<file path="config.mk">
export PLATFORM = sky130hd
export DESIGN_NAME = xip_read_engine
export DESIGN_NICKNAME = d
export VERILOG_FILES = /design/src/rtl/xip_pkg.sv /design/src/rtl/xip_cfg_regs.sv /design/src/rtl/xip_lane_rx.sv /design/src/rtl/xip_seq.sv /design/src/rtl/xip_read_engine.sv
export SDC_FILE = /design/constraint.sdc
export NUM_CORES = 1
export LEC_CHECK = 0
export CORE_MARGIN = 4
export CORE_UTILIZATION = 62
export CTS_CLUSTER_SIZE = 16
export DETAILED_ROUTE_END_ITERATION = 10
export GPL_TIMING_DRIVEN = 0
export PLACE_DENSITY = 0.95
export SYNTH_ARGS = -nofsm -noshare
export SYNTH_HDL_FRONTEND = slang
export SYNTH_SLANG_ARGS = --single-unit
</file>
<file path="constraint.sdc">
create_clock -name clk -period 5.4 [get_ports clk]
set_input_delay 0.54 -clock clk [delete_from_list [all_inputs] [get_ports clk]]
set_output_delay 0.54 -clock clk [all_outputs]
set_load 0.01 [all_outputs]
</file>
<file path="src/rtl/xip_pkg.sv">
package xip_pkg;

    typedef struct packed {
        logic [1:0] rtype;
        logic [1:0] ndummy;
        logic [1:0] nadr_m1;
        logic [7:0] opcode;
    } xip_setup_t;

    localparam int SETUP_W = $bits(xip_setup_t);

    typedef enum logic [1:0] {LN_X1, LN_X2, LN_X4} lane_e;

    typedef enum logic [1:0] {S_IDLE, S_TX, S_DUMMY, S_DATA} seq_e;

    function automatic lane_e lane_decode(logic [1:0] rtype);
        case (rtype)
            2'd1:    return LN_X2;
            2'd3:    return LN_X4;
            default: return LN_X1;
        endcase
    endfunction

    // SCLK cycles minus one for the single-line command and address stream
    function automatic logic [5:0] tx_cycles_m1(logic [1:0] nadr_m1);
        return 6'((32'(nadr_m1) + 2) * 8 - 1);
    endfunction

    function automatic logic [5:0] dummy_cycles_m1(logic [1:0] ndummy);
        return 6'(32'(ndummy) * 8 - 1);
    endfunction

    function automatic logic [5:0] data_cycles_m1(lane_e l);
        case (l)
            LN_X2:   return 6'd15;
            LN_X4:   return 6'd7;
            default: return 6'd31;
        endcase
    endfunction

endpackage

</file>
<file path="src/rtl/xip_cfg_regs.sv">
module xip_cfg_regs
    import xip_pkg::*;
#(
    parameter int NUM_CS = 4,
    localparam int CS_W = $clog2(NUM_CS)
) (
    input  logic                       clk,
    input  logic                       rst_n,
    input  logic                       cfg_we,
    input  logic [CS_W:0]              cfg_sel,
    input  logic [SETUP_W-1:0]         cfg_wdata,
    output xip_setup_t [NUM_CS-1:0]    setup_o,
    output logic                       mm_en_o,
    output logic [CS_W-1:0]            cs_pick_o
);

    typedef struct packed {
        xip_setup_t [NUM_CS-1:0] setup;
        logic                    en;
        logic [CS_W-1:0]         pick;
    } regs_t;

    regs_t regs_d, regs_q;

    always_comb begin
        regs_d = regs_q;
        if (cfg_we) begin
            if (cfg_sel[CS_W]) begin
                regs_d.en   = cfg_wdata[0];
                regs_d.pick = cfg_wdata[8 +: CS_W];
            end else begin
                for (int i = 0; i < NUM_CS; i++) begin
                    if (cfg_sel[CS_W-1:0] == CS_W'(i)) begin
                        regs_d.setup[i] = cfg_wdata;
                    end
                end
            end
        end
    end

    always_ff @(posedge clk or negedge rst_n) begin
        if (!rst_n) begin
            regs_q <= '0;
        end else begin
            regs_q <= regs_d;
        end
    end

    assign setup_o   = regs_q.setup;
    assign mm_en_o   = regs_q.en;
    assign cs_pick_o = regs_q.pick;

endmodule

</file>
<file path="src/rtl/xip_lane_rx.sv">
module xip_lane_rx
    import xip_pkg::*;
#(
    parameter int WORD_BYTES = 4,
    localparam int WORD_W = WORD_BYTES * 8
) (
    input  lane_e              lane,
    input  logic [WORD_W-1:0]  rx_q,
    input  logic [3:0]         io_in,
    output logic [WORD_W-1:0]  rx_next,
    output logic [WORD_W-1:0]  word
);

    always_comb begin
        case (lane)
            LN_X2:   rx_next = {rx_q[WORD_W-3:0], io_in[1:0]};
            LN_X4:   rx_next = {rx_q[WORD_W-5:0], io_in};
            default: rx_next = {rx_q[WORD_W-2:0], io_in[1]};
        endcase
    end

    // first byte received (lowest address) lands in the least significant byte
    for (genvar g = 0; g < WORD_BYTES; g++) begin : g_swap
        assign word[8*g +: 8] = rx_next[8*(WORD_BYTES-1-g) +: 8];
    end

endmodule

</file>
<file path="src/rtl/xip_seq.sv">
module xip_seq
    import xip_pkg::*;
#(
    parameter int NUM_CS = 4,
    parameter int ADDR_W = 24,
    localparam int CS_W  = $clog2(NUM_CS),
    localparam int TX_W  = 40
) (
    input  logic               clk,
    input  logic               rst_n,
    input  logic               rd_req,
    input  logic [ADDR_W-1:0]  rd_addr,
    input  logic               mm_en,
    input  xip_setup_t         cfg,
    input  logic [CS_W-1:0]    cs_pick,
    input  logic [31:0]        rx_next,
    input  logic [31:0]        word,
    output logic               rd_ack,
    output logic               rd_err,
    output logic [31:0]        rd_data,
    output logic               sclk,
    output logic [NUM_CS-1:0]  cs_n,
    output logic [3:0]         io_out,
    output logic [3:0]         io_oe,
    output lane_e              lane_o,
    output logic [31:0]        rx_q_o,
    output logic               idle_o
);

    typedef struct packed {
        seq_e              st;
        logic              ph;
        logic [5:0]        cnt;
        logic [TX_W-1:0]   txsh;
        logic [31:0]       rxsh;
        lane_e             lane;
        logic [1:0]        ndum;
        logic [NUM_CS-1:0] cs_n;
        logic              ack;
        logic              err;
        logic [31:0]       data;
    } seq_t;

    seq_t s_d, s_q;
    logic [31:0] addr32;
    logic [31:0] addr_al;

    assign addr32  = 32'(rd_addr);
    assign addr_al = addr32 << (8 * (3 - 32'(cfg.nadr_m1)));

    always_comb begin
        s_d     = s_q;
        s_d.ack = 1'b0;
        s_d.err = 1'b0;
        case (s_q.st)
            S_IDLE: begin
                if (rd_req && !s_q.ack) begin
                    if (!mm_en || cfg == '0) begin
                        s_d.ack  = 1'b1;
                        s_d.err  = 1'b1;
                        s_d.data = '0;
                    end else begin
                        s_d.st   = S_TX;
                        s_d.ph   = 1'b0;
                        s_d.cnt  = tx_cycles_m1(cfg.nadr_m1);
                        s_d.txsh = {cfg.opcode, addr_al};
                        s_d.lane = lane_decode(cfg.rtype);
                        s_d.ndum = cfg.ndummy;
                        s_d.cs_n = ~(NUM_CS'(1) << cs_pick);
                    end
                end
            end
            default: begin
                if (!s_q.ph) begin
                    s_d.ph = 1'b1;
                end else begin
                    s_d.ph = 1'b0;
                    case (s_q.st)
                        S_TX: begin
                            s_d.txsh = {s_q.txsh[TX_W-2:0], 1'b0};
                            if (s_q.cnt == '0) begin
                                if (s_q.ndum != '0) begin
                                    s_d.st  = S_DUMMY;
                                    s_d.cnt = dummy_cycles_m1(s_q.ndum);
                                end else begin
                                    s_d.st  = S_DATA;
                                    s_d.cnt = data_cycles_m1(s_q.lane);
                                end
                            end else begin
                                s_d.cnt = s_q.cnt - 6'd1;
                            end
                        end
                        S_DUMMY: begin
                            if (s_q.cnt == '0) begin
                                s_d.st  = S_DATA;
                                s_d.cnt = data_cycles_m1(s_q.lane);
                            end else begin
                                s_d.cnt = s_q.cnt - 6'd1;
                            end
                        end
                        default: begin
                            s_d.rxsh = rx_next;
                            if (s_q.cnt == '0) begin
                                s_d.st   = S_IDLE;
                                s_d.cs_n = '1;
                                s_d.ack  = 1'b1;
                                s_d.data = word;
                            end else begin
                                s_d.cnt = s_q.cnt - 6'd1;
                            end
                        end
                    endcase
                end
            end
        endcase
    end

    always_ff @(posedge clk or negedge rst_n) begin
        if (!rst_n) begin
            s_q      <= '0;
            s_q.cs_n <= '1;
        end else begin
            s_q <= s_d;
        end
    end

    assign rd_ack  = s_q.ack;
    assign rd_err  = s_q.err;
    assign rd_data = s_q.data;
    assign sclk    = s_q.ph;
    assign cs_n    = s_q.cs_n;
    assign io_out  = {3'b000, (s_q.st == S_TX) & s_q.txsh[TX_W-1]};
    assign io_oe   = {3'b000, s_q.st == S_TX};
    assign lane_o  = s_q.lane;
    assign rx_q_o  = s_q.rxsh;
    assign idle_o  = (s_q.st == S_IDLE);

endmodule

</file>
<file path="src/rtl/xip_read_engine.sv">
module xip_read_engine
    import xip_pkg::*;
#(
    parameter int NUM_CS = 4,
    parameter int ADDR_W = 24,
    localparam int CS_W  = $clog2(NUM_CS)
) (
    input  logic               clk,
    input  logic               rst_n,
    input  logic               cfg_we,
    input  logic [CS_W:0]      cfg_sel,
    input  logic [SETUP_W-1:0] cfg_wdata,
    input  logic               rd_req,
    input  logic [ADDR_W-1:0]  rd_addr,
    output logic               rd_ack,
    output logic               rd_err,
    output logic [31:0]        rd_data,
    output logic               sclk,
    output logic [NUM_CS-1:0]  cs_n,
    output logic [3:0]         io_out,
    output logic [3:0]         io_oe,
    input  logic [3:0]         io_in
);

    xip_setup_t [NUM_CS-1:0] setup_all;
    xip_setup_t              cfg_w;
    logic                    mm_en_w;
    logic [CS_W-1:0]         pick_w;
    lane_e                   lane_w;
    logic [31:0]             rxq_w;
    logic [31:0]             rxn_w;
    logic [31:0]             word_w;
    logic                    seq_idle_w;

    xip_cfg_regs #(.NUM_CS(NUM_CS)) u_regs (
        .clk       (clk),
        .rst_n     (rst_n),
        .cfg_we    (cfg_we),
        .cfg_sel   (cfg_sel),
        .cfg_wdata (cfg_wdata),
        .setup_o   (setup_all),
        .mm_en_o   (mm_en_w),
        .cs_pick_o (pick_w)
    );

    assign cfg_w = setup_all[pick_w];

    xip_lane_rx #(.WORD_BYTES(4)) u_rx (
        .lane    (lane_w),
        .rx_q    (rxq_w),
        .io_in   (io_in),
        .rx_next (rxn_w),
        .word    (word_w)
    );

    xip_seq #(.NUM_CS(NUM_CS), .ADDR_W(ADDR_W)) u_seq (
        .clk     (clk),
        .rst_n   (rst_n),
        .rd_req  (rd_req),
        .rd_addr (rd_addr),
        .mm_en   (mm_en_w),
        .cfg     (cfg_w),
        .cs_pick (pick_w),
        .rx_next (rxn_w),
        .word    (word_w),
        .rd_ack  (rd_ack),
        .rd_err  (rd_err),
        .rd_data (rd_data),
        .sclk    (sclk),
        .cs_n    (cs_n),
        .io_out  (io_out),
        .io_oe   (io_oe),
        .lane_o  (lane_w),
        .rx_q_o  (rxq_w),
        .idle_o  (seq_idle_w)
    );

endmodule

</file>
==> impl_metrics.tcl, run 1 <==
set metrics [dict create \
    clock_path_buffers 2 \
    p_leak_nw 4.76 \
    worstSkewPairLatency_ps 430 \
    timing.critical_path.fanout_max 10 \
    syn_warnings 0 \
    cts_inserted_buffers 17 \
    worst_slew_pin_slew_ps 1320 \
    highest_layer "met4" \
    ctsRootBufferMaster "sky130_fd_sc_hd__clkbuf_16" \
    drtIter0Drc 853 \
    synth_ff_type "sky130_fd_sc_hd__dfrtp_1" \
    cts.hold.buffers_added 0 \
    fin_setup_tns_ps 0 \
    timing_worst_setup_path_type "flip-flop to flip-flop" \
    rr_worst_depth 10 \
    synth_largest_type_area_fraction_pct 47.4 \
    grt_pass1_wl_um 38700 \
    ys_seq_elements 181 \
    htree_levels 4 \
    power.net_switching_mw 2.27 \
    post_cts.repair.setup_buffers 0 \
    place.gp.congestion 0.940 \
    timing.critical_path.arrival_ps 4720 \
    holdWs_ps 30.2 \
    worst_rel_slew_slack_pct 11.0 \
    cts.clk_slew.worst_paths_ps 70 \
    rows 44 \
    num-nets-final 1008 \
    final-hold-violation-count 0 \
    port_buffers 89 \
    sw_frac_of_total_pct 38.3 \
    post-route-drc-count 0 \
    floorplan.io_pins 96 \
    worst_ep_required_time_ps 5710 \
    setup_repair_after_global_routing_missed_its_margin "false" \
    grt_pass1_vias 7387 \
    route.met3.wl_um 1820 \
    cellPowerDensity_nw_per_um2 536 \
    synth_commonest_cells "177 x sky130_fd_sc_hd__dfrtp_1, 90 x sky130_fd_sc_hd__nor2_1, 61 x sky130_fd_sc_hd__mux2_2" \
    die_h_um 131 \
    n_antenna_cell 0 \
    max_freq_mhz 227 \
    placed_cell_area_um2 10500 \
    drt-total-wl_um 23700 \
    finalCritPeriodShare_pct 81.7 \
    avgRoutedWirePerCell_um 20.7 \
    initial_antenna_violation_count 0 \
    area_of_the_core_um2 14600 \
    drt_pass1_iterations 6 \
    design.die.area_um2 17100 \
    synthMostInstantiatedCell "sky130_fd_sc_hd__dfrtp_1" \
    grt-ovfl-total 0 \
    max_cap_violations 0 \
    clock-sinks 181 \
    timing.final.max_slew_violations 0 \
    report.final.setup_viol 0 \
    synthToLayoutAreaGrowth_pct 18.6 \
    internal-power_mw 3.66 \
    power_frac_comb_pct 43.9 \
    number_of_flops_mapped_to_enable_cells_by_yosys 0 \
    m1WireLength_um 9710 \
    floorplan.initialDensity_pct 63.8 \
    sequential_cell_area_um2 4530 \
    synthDominantAreaCellType "sky130_fd_sc_hd__dfrtp_1" \
    detail-route-antenna-nets 0 \
    tritoncts "built" \
    vdd.ir_drop.worst_mv 0.319 \
    ctsResizeCount 0 \
    synth.avg_cell_area_um2 11.2 \
    crit_path_end_kind "flip-flop" \
    detailed_place_hpwl_um 15300 \
    outcome "complete, no violations" \
    syn-instance-count 835 \
    async_flop_share_pct 100 \
    cp_startpoint_kind "flip-flop" \
    routed-wl-met2_um 11500 \
    drive_above_1_share_pct 21.8 \
    fill_cells 889 \
    vias 7348 \
    min-delay-path-class "input port to asynchronous set/reset pin" \
    share_clk_of_total_power_pct 20.4 \
    fp.dieW_um 131 \
    yosysSeqAreaShare_pct 48.5 \
    gr-usage-all-layers_pct 29.0 \
    post_synth_main_area_contributors "sky130_fd_sc_hd__dfrtp_1 47%, sky130_fd_sc_hd__mux2_2 7.4%, sky130_fd_sc_hd__mux2_4 6.3%" \
    synthDistinctLibCells 55 \
    final.min_clock_period_ps 4410 \
    part_of_the_total_power_dissipated_in_sequential_elements_pct 35.7 \
    clock_skew_after_layout_ps 13.4 \
    cell_area_after_technology_mapping_um2 9340 \
    final_design_area_no_fill_um2 11100 \
    via_per_inst 6.41 \
    pin_count_of_the_biggest_net_entering_global_routing 122 \
    multi_input_combinational_cell_area_um2 4190 \
]
## stage by stage
stage | total power [mW] | setup WS (ps) | cells | util, %
final | 5.94 | 989 | 1146 | 75.6
after global routing | 6.24 | 733 | 1146 | 75.6
after CTS | 5.89 | 1080 | 1146 | 75.6
after detailed placement | 4.62 | 1330 | 1114 | 71.8
after global placement | 4.52 | -3470 | 1113 | 71.6
after floorplan | 3.81 | 2270 | 840 | -
## worst max-delay path: stages (launching register included)
cell and delay (ps):
sky130_fd_sc_hd__dfrtp_1 340, sky130_fd_sc_hd__clkbuf_1 510, sky130_fd_sc_hd__buf_2 380, sky130_fd_sc_hd__mux4_2 290, sky130_fd_sc_hd__clkbuf_1 560, sky130_fd_sc_hd__inv_1 240
sky130_fd_sc_hd__ha_1 270, sky130_fd_sc_hd__nand2b_1 170, sky130_fd_sc_hd__o41ai_4 160, sky130_fd_sc_hd__a2111oi_0 1100, sky130_fd_sc_hd__a22oi_1 260
## power by group through the flow
stage	sequential, mW	clock [mW]	combinational [mW]
6_report	2.12	1.21	2.61
5_1_grt	2.16	1.27	2.81
4_1_cts	2.10	1.21	2.57
3_5_place_dp	2.10	0	2.52
3_3_place_gp	2.09	0	2.43
2_1_floorplan	2.01	0	1.81
## path summary, 6_finish.rpt
path,endpoint,startpoint,slack [ps]
max in group asynchronous,u_seq.rd_data[12],rst_n,4450
max,u_seq.cs_n[3],u_regs.cs_pick_o[1],990
min reg2reg,u_seq.rx_q_o[30],u_seq.rx_q_o[30],500
min,u_regs.setup_o[34],rst_n,30
min in group clk,u_seq.rx_q_o[30],u_seq.rx_q_o[30],500
max reg2reg,u_seq.cs_n[3],u_regs.cs_pick_o[1],990
## layout by cell type (no fill, tap or decap), types with 3 or more instances in the layout
cell and count:
sky130_fd_sc_hd__nand2_1 54, sky130_fd_sc_hd__a211oi_1 32, sky130_fd_sc_hd__a22oi_1 34, sky130_fd_sc_hd__o21ai_0 54, sky130_fd_sc_hd__buf_4 42, sky130_fd_sc_hd__conb_1 6
sky130_fd_sc_hd__clkbuf_1 46, sky130_fd_sc_hd__nor2_1 90, sky130_fd_sc_hd__a21o_1 3, sky130_fd_sc_hd__nor2b_1 4, sky130_fd_sc_hd__clkbuf_16 17, sky130_fd_sc_hd__mux2_4 39
sky130_fd_sc_hd__nor3_1 7, sky130_fd_sc_hd__nand2b_1 4, sky130_fd_sc_hd__inv_1 17, sky130_fd_sc_hd__dfstp_2 4, sky130_fd_sc_hd__clkdlybuf4s50_1 88, sky130_fd_sc_hd__mux2i_1 18
sky130_fd_sc_hd__inv_6 5, sky130_fd_sc_hd__inv_8 3, sky130_fd_sc_hd__ha_1 10, sky130_fd_sc_hd__a21oi_1 36, sky130_fd_sc_hd__a2bb2oi_1 3, sky130_fd_sc_hd__dfrtp_1 177
sky130_fd_sc_hd__nand3_1 4, sky130_fd_sc_hd__mux4_2 14, sky130_fd_sc_hd__a22o_1 17, sky130_fd_sc_hd__mux2_2 61, sky130_fd_sc_hd__buf_2 6, sky130_fd_sc_hd__a221o_1 16
sky130_fd_sc_hd__buf_6 5
## layer usage
layer  global-route usage, %  up-vias
li1                        -     3214
met1                    39.7     3648
met2                    46.4      411
met3                    6.10       75
met4                    10.5        0
met5                       0        -
## cell type report
type                            count  area share, %
Sequential cell                   181           40.9
Clock inverter                     12          0.971
Timing Repair Buffer               90           8.34
Inverter                           17          0.576
Tap cell                          184           2.08
Clock buffer                       20           4.12
Multi-Input combinational cell    543           37.8
Buffer                             99           5.18
## state kept, by name, indices dropped and copies added, names as in the netlist
signal / cells
u_seq.s_q: 50
u_seq.rd_data: 32
u_seq.cs_n: 4
u_regs.cs_pick_o: 2
u_seq.sclk: 1
u_regs.setup_o: 56
u_seq.rd_err: 1
u_seq.lane_o: 2
u_regs.mm_en_o: 1
u_seq.rd_ack: 1
u_seq.rx_q_o: 31
## kinds of logic (layout without fill, tap and decap cells)
kind of cell | after synthesis | in the layout | synth area share, %
fa+ha+maj | 10 | 10 | 1.34
simple gates | 184 | 184 | 8.77
mux | 132 | 132 | 18.9
flops | 181 | 181 | 48.5
buf+inv | 116 | 238 | 6.83
other cells | 1 | 6 | 0.0401
xor+xnor | 2 | 2 | 0.188
compound gates | 209 | 209 | 15.4
Note: power is estimated with default switching activity, not from simulation.
==> inputs of run 2 (changes only) <==
CORE_UTILIZATION = 52   (was 62)
PLACE_DENSITY = 0.89   (was 0.95)
clock period = 3.84 ns   (was 5.4 ns; I/O delays follow)
==> impl_metrics.tcl, run 2 (synthesized netlist as in run 1, its figures left out) <==
set metrics [dict create \
    fill_cells 1266 \
    tritoncts "built" \
    post-route-drc-count 0 \
    avgRoutedWirePerCell_um 18.4 \
    max_cap_violations 0 \
    p_leak_nw 4.77 \
    num-nets-final 1007 \
    port_buffers 89 \
    clock_path_buffers 2 \
    n_antenna_cell 0 \
    max_freq_mhz 274 \
    cp_startpoint_kind "flip-flop" \
    setup_repair_after_global_routing_missed_its_margin "false" \
    rr_worst_depth 10 \
    cellPowerDensity_nw_per_um2 741 \
    worst_rel_slew_slack_pct 8.57 \
    final-hold-violation-count 0 \
    fp.dieW_um 142 \
    vdd.ir_drop.worst_mv 0.425 \
    part_of_the_total_power_dissipated_in_sequential_elements_pct 35.8 \
    grt_pass1_vias 7226 \
    sw_frac_of_total_pct 37.9 \
    htree_levels 4 \
    initial_antenna_violation_count 0 \
    path_cells "buf_2 > mux4_2 > clkbuf_1 > inv_1 > ha_1 > nand2b_1 > o41a_1 > nor3_4 > buf_2 > a211oi_1" \
    via_per_inst 5.91 \
    post_cts.repair.setup_buffers 0 \
    placement.setup.worst_slack_ps -261 \
    drive_above_1_share_pct 21.9 \
    die_h_um 142 \
    floorplan.initialDensity_pct 53.5 \
    drt-total-wl_um 21900 \
    worst_ep_required_time_ps 4120 \
    internal-power_mw 5.14 \
    worstSkewPairLatency_ps 440 \
    crit_path_end_kind "flip-flop" \
    detail-route-antenna-nets 0 \
    floorplan.io_pins 96 \
    crit_top_cell "sky130_fd_sc_hd__buf_2" \
    clock-sinks 181 \
    pin_count_of_the_biggest_net_entering_global_routing 116 \
    clock_skew_after_layout_ps 12.8 \
    cts.clk_slew.worst_paths_ps 80 \
    timing.final.ws_setup_ps 186 \
    timing.critical_path.arrival_ps 3940 \
    detailed_place_hpwl_um 15000 \
    critical_path.max_stage_delay_ps 630 \
    outcome "complete, no violations" \
    area_of_the_core_um2 17500 \
    fin_setup_tns_ps 0 \
    most_frequent_cells_in_the_layout "177 x sky130_fd_sc_hd__dfrtp_1, 90 x sky130_fd_sc_hd__nor2_1, 88 x sky130_fd_sc_hd__clkdlybuf4s50_1, 61 x sky130_fd_sc_hd__mux2_2" \
    mostFrequentLayoutCell "sky130_fd_sc_hd__dfrtp_1" \
    power_frac_comb_pct 43.2 \
    grt_pass1_wl_um 36500 \
    finalCritPeriodShare_pct 95.2 \
    design.die.area_um2 20200 \
    synthToLayoutAreaGrowth_pct 19.6 \
    timing_worst_setup_path_type "flip-flop to flip-flop" \
    timing.critical_path.fanout_max 10 \
    grt-ovfl-total 0 \
    min-delay-path-class "input port to asynchronous set/reset pin" \
    place.gp.congestion 0.871 \
    share_clk_of_total_power_pct 21.1 \
    vias 7007 \
    power.net_switching_mw 3.14 \
    cts_inserted_buffers 17 \
    final.min_clock_period_ps 3650 \
    drtIter0Drc 848 \
    critical-path-slowest-cell "sky130_fd_sc_hd__dfrtp_1" \
    rows 48 \
    report.final.setup_viol 0 \
    holdWs_ps 473 \
    drt_pass1_iterations 5 \
    timing.final.max_slew_violations 0 \
    ctsRootBufferMaster "sky130_fd_sc_hd__clkbuf_16" \
    largest_register_ffs 56 \
    worst_slew_pin_slew_ps 1350 \
    gr-usage-all-layers_pct 22.5 \
]
==> run 2: path summary, 6_finish.rpt <==
check | slack [ps] | endpoint | start
max in group asynchronous | 2390 | u_seq.rd_data[0] | rst_n
setup / recovery | 190 | u_seq.rd_data[14] | u_regs.cs_pick_o[1]
min in group clk | 490 | u_seq.rx_q_o[30] | u_seq.rx_q_o[30]
setup reg to reg | 190 | u_seq.rd_data[14] | u_regs.cs_pick_o[1]
hold reg to reg | 490 | u_seq.rx_q_o[30] | u_seq.rx_q_o[30]
hold / removal | 470 | u_regs.setup_o[33] | rst_n
==> run 2: stage by stage <==
| stage | power, mW | cells | utilization [%] | area [um^2] |
|---|---|---|---|---|
| after CTS | 8.28 | 1187 | 63.9 | 11200 |
| after global routing | 8.77 | 1186 | 63.9 | 11200 |
| after floorplan | 5.36 | 840 | - | 9360 |
| after global placement | 6.37 | 1154 | 60.3 | 10500 |
| final | 8.28 | 1186 | 63.9 | 11200 |
| after detailed placement | 6.49 | 1155 | 60.5 | 10600 |
==> run 2: cell type report <==
cell class | instances | area (um^2) | share of cell area [%]
Buffer | 97 | 566 | 5.06
Sequential cell | 181 | 4530 | 40.6
Clock inverter | 14 | 163 | 1.46
Tap cell | 225 | 282 | 2.52
Inverter | 17 | 63.8 | 0.571
Timing Repair Buffer | 91 | 933 | 8.36
Multi-Input combinational cell | 543 | 4200 | 37.6
Clock buffer | 18 | 429 | 3.84
==> run 2: layer usage <==
metal | wire length (um) | part of all wire (%) | global-route usage, %
met1 | 9440 | 43 | 31.2
met2 | 10600 | 49 | 36.3
met3 | 1500 | 6.8 | 4.54
met4 | 303 | 1.4 | 6.36
met5 | 0 | 0 | 0
==> run 2: power by group through the flow <==
| stage | Clock (mW) | Sequential, mW | Combinational, mW |
|---|---|---|---|
| after CTS | 1.76 | 2.95 | 3.57 |
| after detailed placement | 0 | 2.96 | 3.53 |
| after global placement | 0 | 2.94 | 3.43 |
| after floorplan | 0 | 2.82 | 2.54 |
| final | 1.74 | 2.96 | 3.57 |
| after global routing | 1.84 | 3.03 | 3.90 |
==> run 2: repair_timing <==
action,CTS,global route
hold buffers,1,0
cloned,0,0
pin swaps,0,1
endpoints found under the setup margin,73,70
endpoints found under the hold margin,66,0
resized for setup,2,1
==> run 2: critical path, delay by kind of cell (launching register included) <==
| family | cells | cell delay (ps) |
|---|---|---|
| AO/OA/AOI/OAI | 2 | 620 |
| adder cells (fa/ha/maj) | 1 | 200 |
| buffers and inverters | 4 | 1250 |
| flip-flops | 1 | 630 |
| multiplexers | 1 | 380 |
| AND/OR/NAND/NOR | 2 | 400 |
==> inputs of run 3 (changes only) <==
CAP_MARGIN = 15   (was unset)
CTS_CLUSTER_DIAMETER = 30   (was unset)
==> impl_metrics.tcl, run 3 (synthesized netlist as in run 1, its figures left out) <==
set metrics [dict create \
    outcome "complete, no violations" \
    crit_top_cell "sky130_fd_sc_hd__buf_2" \
    timing.final.max_slew_violations 0 \
    post-route-drc-count 0 \
    clock_path_buffers 2 \
    cellPowerDensity_nw_per_um2 740 \
    clock-sinks 181 \
    pin_count_of_the_biggest_net_entering_global_routing 116 \
    power.net_switching_mw 3.13 \
    cts_inserted_buffers 17 \
    post_placement_cell_count 1155 \
    timing_worst_setup_path_type "flip-flop to flip-flop" \
    initial_antenna_violation_count 0 \
    path_cells "buf_2 > mux4_2 > clkbuf_1 > inv_1 > ha_1 > nand2b_1 > o41a_1 > nor3_4 > buf_2 > a211oi_1" \
    timing.final.ws_setup_ps 177 \
    vias 6989 \
    port_buffers 89 \
    floorplan.io_pins 96 \
    worst_ep_required_time_ps 4120 \
    rows 48 \
    timing.critical_path.arrival_ps 3950 \
    part_of_the_total_power_dissipated_in_sequential_elements_pct 35.8 \
    place.gp.congestion 0.871 \
    avgRoutedWirePerCell_um 18.4 \
    drtIter0Drc 710 \
    crit_path_end_kind "flip-flop" \
    gr-usage-all-layers_pct 22.5 \
    htree_levels 4 \
    detail-route-antenna-nets 0 \
    detailed_place_hpwl_um 15000 \
    filler_free_cell_count_of_the_finished_design 1187 \
    final.min_clock_period_ps 3660 \
    max_cap_violations 0 \
    grt_pass1_wl_um 36500 \
    design.die.area_um2 20200 \
    cts.clk_slew.worst_paths_ps 80 \
    fin_setup_tns_ps 0 \
    mostFrequentLayoutCell "sky130_fd_sc_hd__dfrtp_1" \
    placement.setup.worst_slack_ps -261 \
    critical_path.max_stage_delay_ps 650 \
    floorplan.initialDensity_pct 53.5 \
    critical-path-slowest-cell "sky130_fd_sc_hd__dfrtp_1" \
    grt_pass1_vias 7226 \
    share_clk_of_total_power_pct 21.0 \
    drt-total-wl_um 21900 \
    total_power_mw 8.27 \
    worstSkewPairLatency_ps 440 \
    num-nets-final 1008 \
    largest_register_ffs 56 \
    n_antenna_cell 0 \
    timing.critical_path.fanout_max 10 \
    setup_repair_after_global_routing_missed_its_margin "false" \
    sw_frac_of_total_pct 37.9 \
    drive_above_1_share_pct 21.9 \
    most_frequent_cells_in_the_layout "177 x sky130_fd_sc_hd__dfrtp_1, 90 x sky130_fd_sc_hd__nor2_1, 88 x sky130_fd_sc_hd__clkdlybuf4s50_1, 61 x sky130_fd_sc_hd__mux2_2" \
    die_h_um 142 \
    min-delay-path-class "input port to asynchronous set/reset pin" \
    tritoncts "built" \
    power_frac_comb_pct 43.2 \
    max_freq_mhz 273 \
    clock_skew_after_layout_ps 13.2 \
    report.final.setup_viol 0 \
    synthToLayoutAreaGrowth_pct 19.6 \
    final_core_utilization_pct 63.9 \
    p_leak_nw 4.77 \
    area_of_the_core_um2 17500 \
    fp.dieW_um 142 \
    final-hold-violation-count 0 \
    worst_slew_pin_slew_ps 710 \
    worst_rel_slew_slack_pct 52.7 \
    via_per_inst 5.89 \
    internal-power_mw 5.14 \
    grt-ovfl-total 0 \
    drt_pass1_iterations 6 \
    finalCritPeriodShare_pct 95.4 \
    ctsRootBufferMaster "sky130_fd_sc_hd__clkbuf_16" \
    vdd.ir_drop.worst_mv 0.424 \
    cp_startpoint_kind "flip-flop" \
]
run 3: cell types whose count changed in the layout (fill, tap and decap cells not counted):
cell	change
sky130_fd_sc_hd__clkbuf_2	+1
run 3: critical path, delay by kind of cell (launching register included):
kind            cells  cell delay, ps
fa+ha+maj           1             200
flops               1             650
mux                 1             380
compound gates      2             620
simple gates        2             400
buf+inv             4            1250
run 3: metrics by stage:
stage	hold WS, ps	area (um^2)
floorplan	88.4	9360
finish	473	11200
global route	518	11200
detailed placement	369	10600
CTS	488	11200
global placement	463	10500
run 3: path summary, 6_finish.rpt:
kind	start	to	slack [ps]	depth (start not counted)
min in group clk	u_seq.rx_q_o[30]	u_seq.rx_q_o[30]	490	2
min reg2reg	u_seq.rx_q_o[30]	u_seq.rx_q_o[30]	490	2
min	rst_n	u_regs.setup_o[33]	470	2
max	u_regs.cs_pick_o[1]	u_seq.rd_data[14]	180	10
max in group asynchronous	rst_n	u_seq.rd_data[15]	2390	3
max reg2reg	u_regs.cs_pick_o[1]	u_seq.rd_data[14]	180	10
run 3: per-layer routing:
metal,vias to the layer above,GRT usage [%],wire [um],share of wire [%]
met3,22,4.54,1440,6.6
met2,274,36.3,10700,49
met1,3480,31.2,9510,43
met4,0,6.36,257,1.2
met5,-,0,0,0
li1,3213,-,-,-
run 3: timing repair:
action,CTS,global route
setup buffers,0,0
hold buffers,1,0
setup endpoints to repair,73,70
pin swaps,0,1
resized for setup,2,1
hold endpoints to repair,66,0
run 3: area by class of cell:
type / instances / area, um^2
multi-input cells: 543 / 4200
well taps: 225 / 282
repair buffers: 92 / 938
inverters: 17 / 63.8
flip-flops and latches: 181 / 4530
clock inverters: 14 / 163
fillers: 1265 / 6300
clock buffers: 18 / 429
plain buffers: 97 / 566
run 3: power by group through the flow:
stage	logic, mW	clock network, mW	registers (mW)
after floorplan	2.54	0	2.82
after detailed placement	3.53	0	2.96
after global routing	3.90	1.84	3.03
after global placement	3.43	0	2.94
after CTS	3.57	1.76	2.95
final	3.57	1.74	2.96
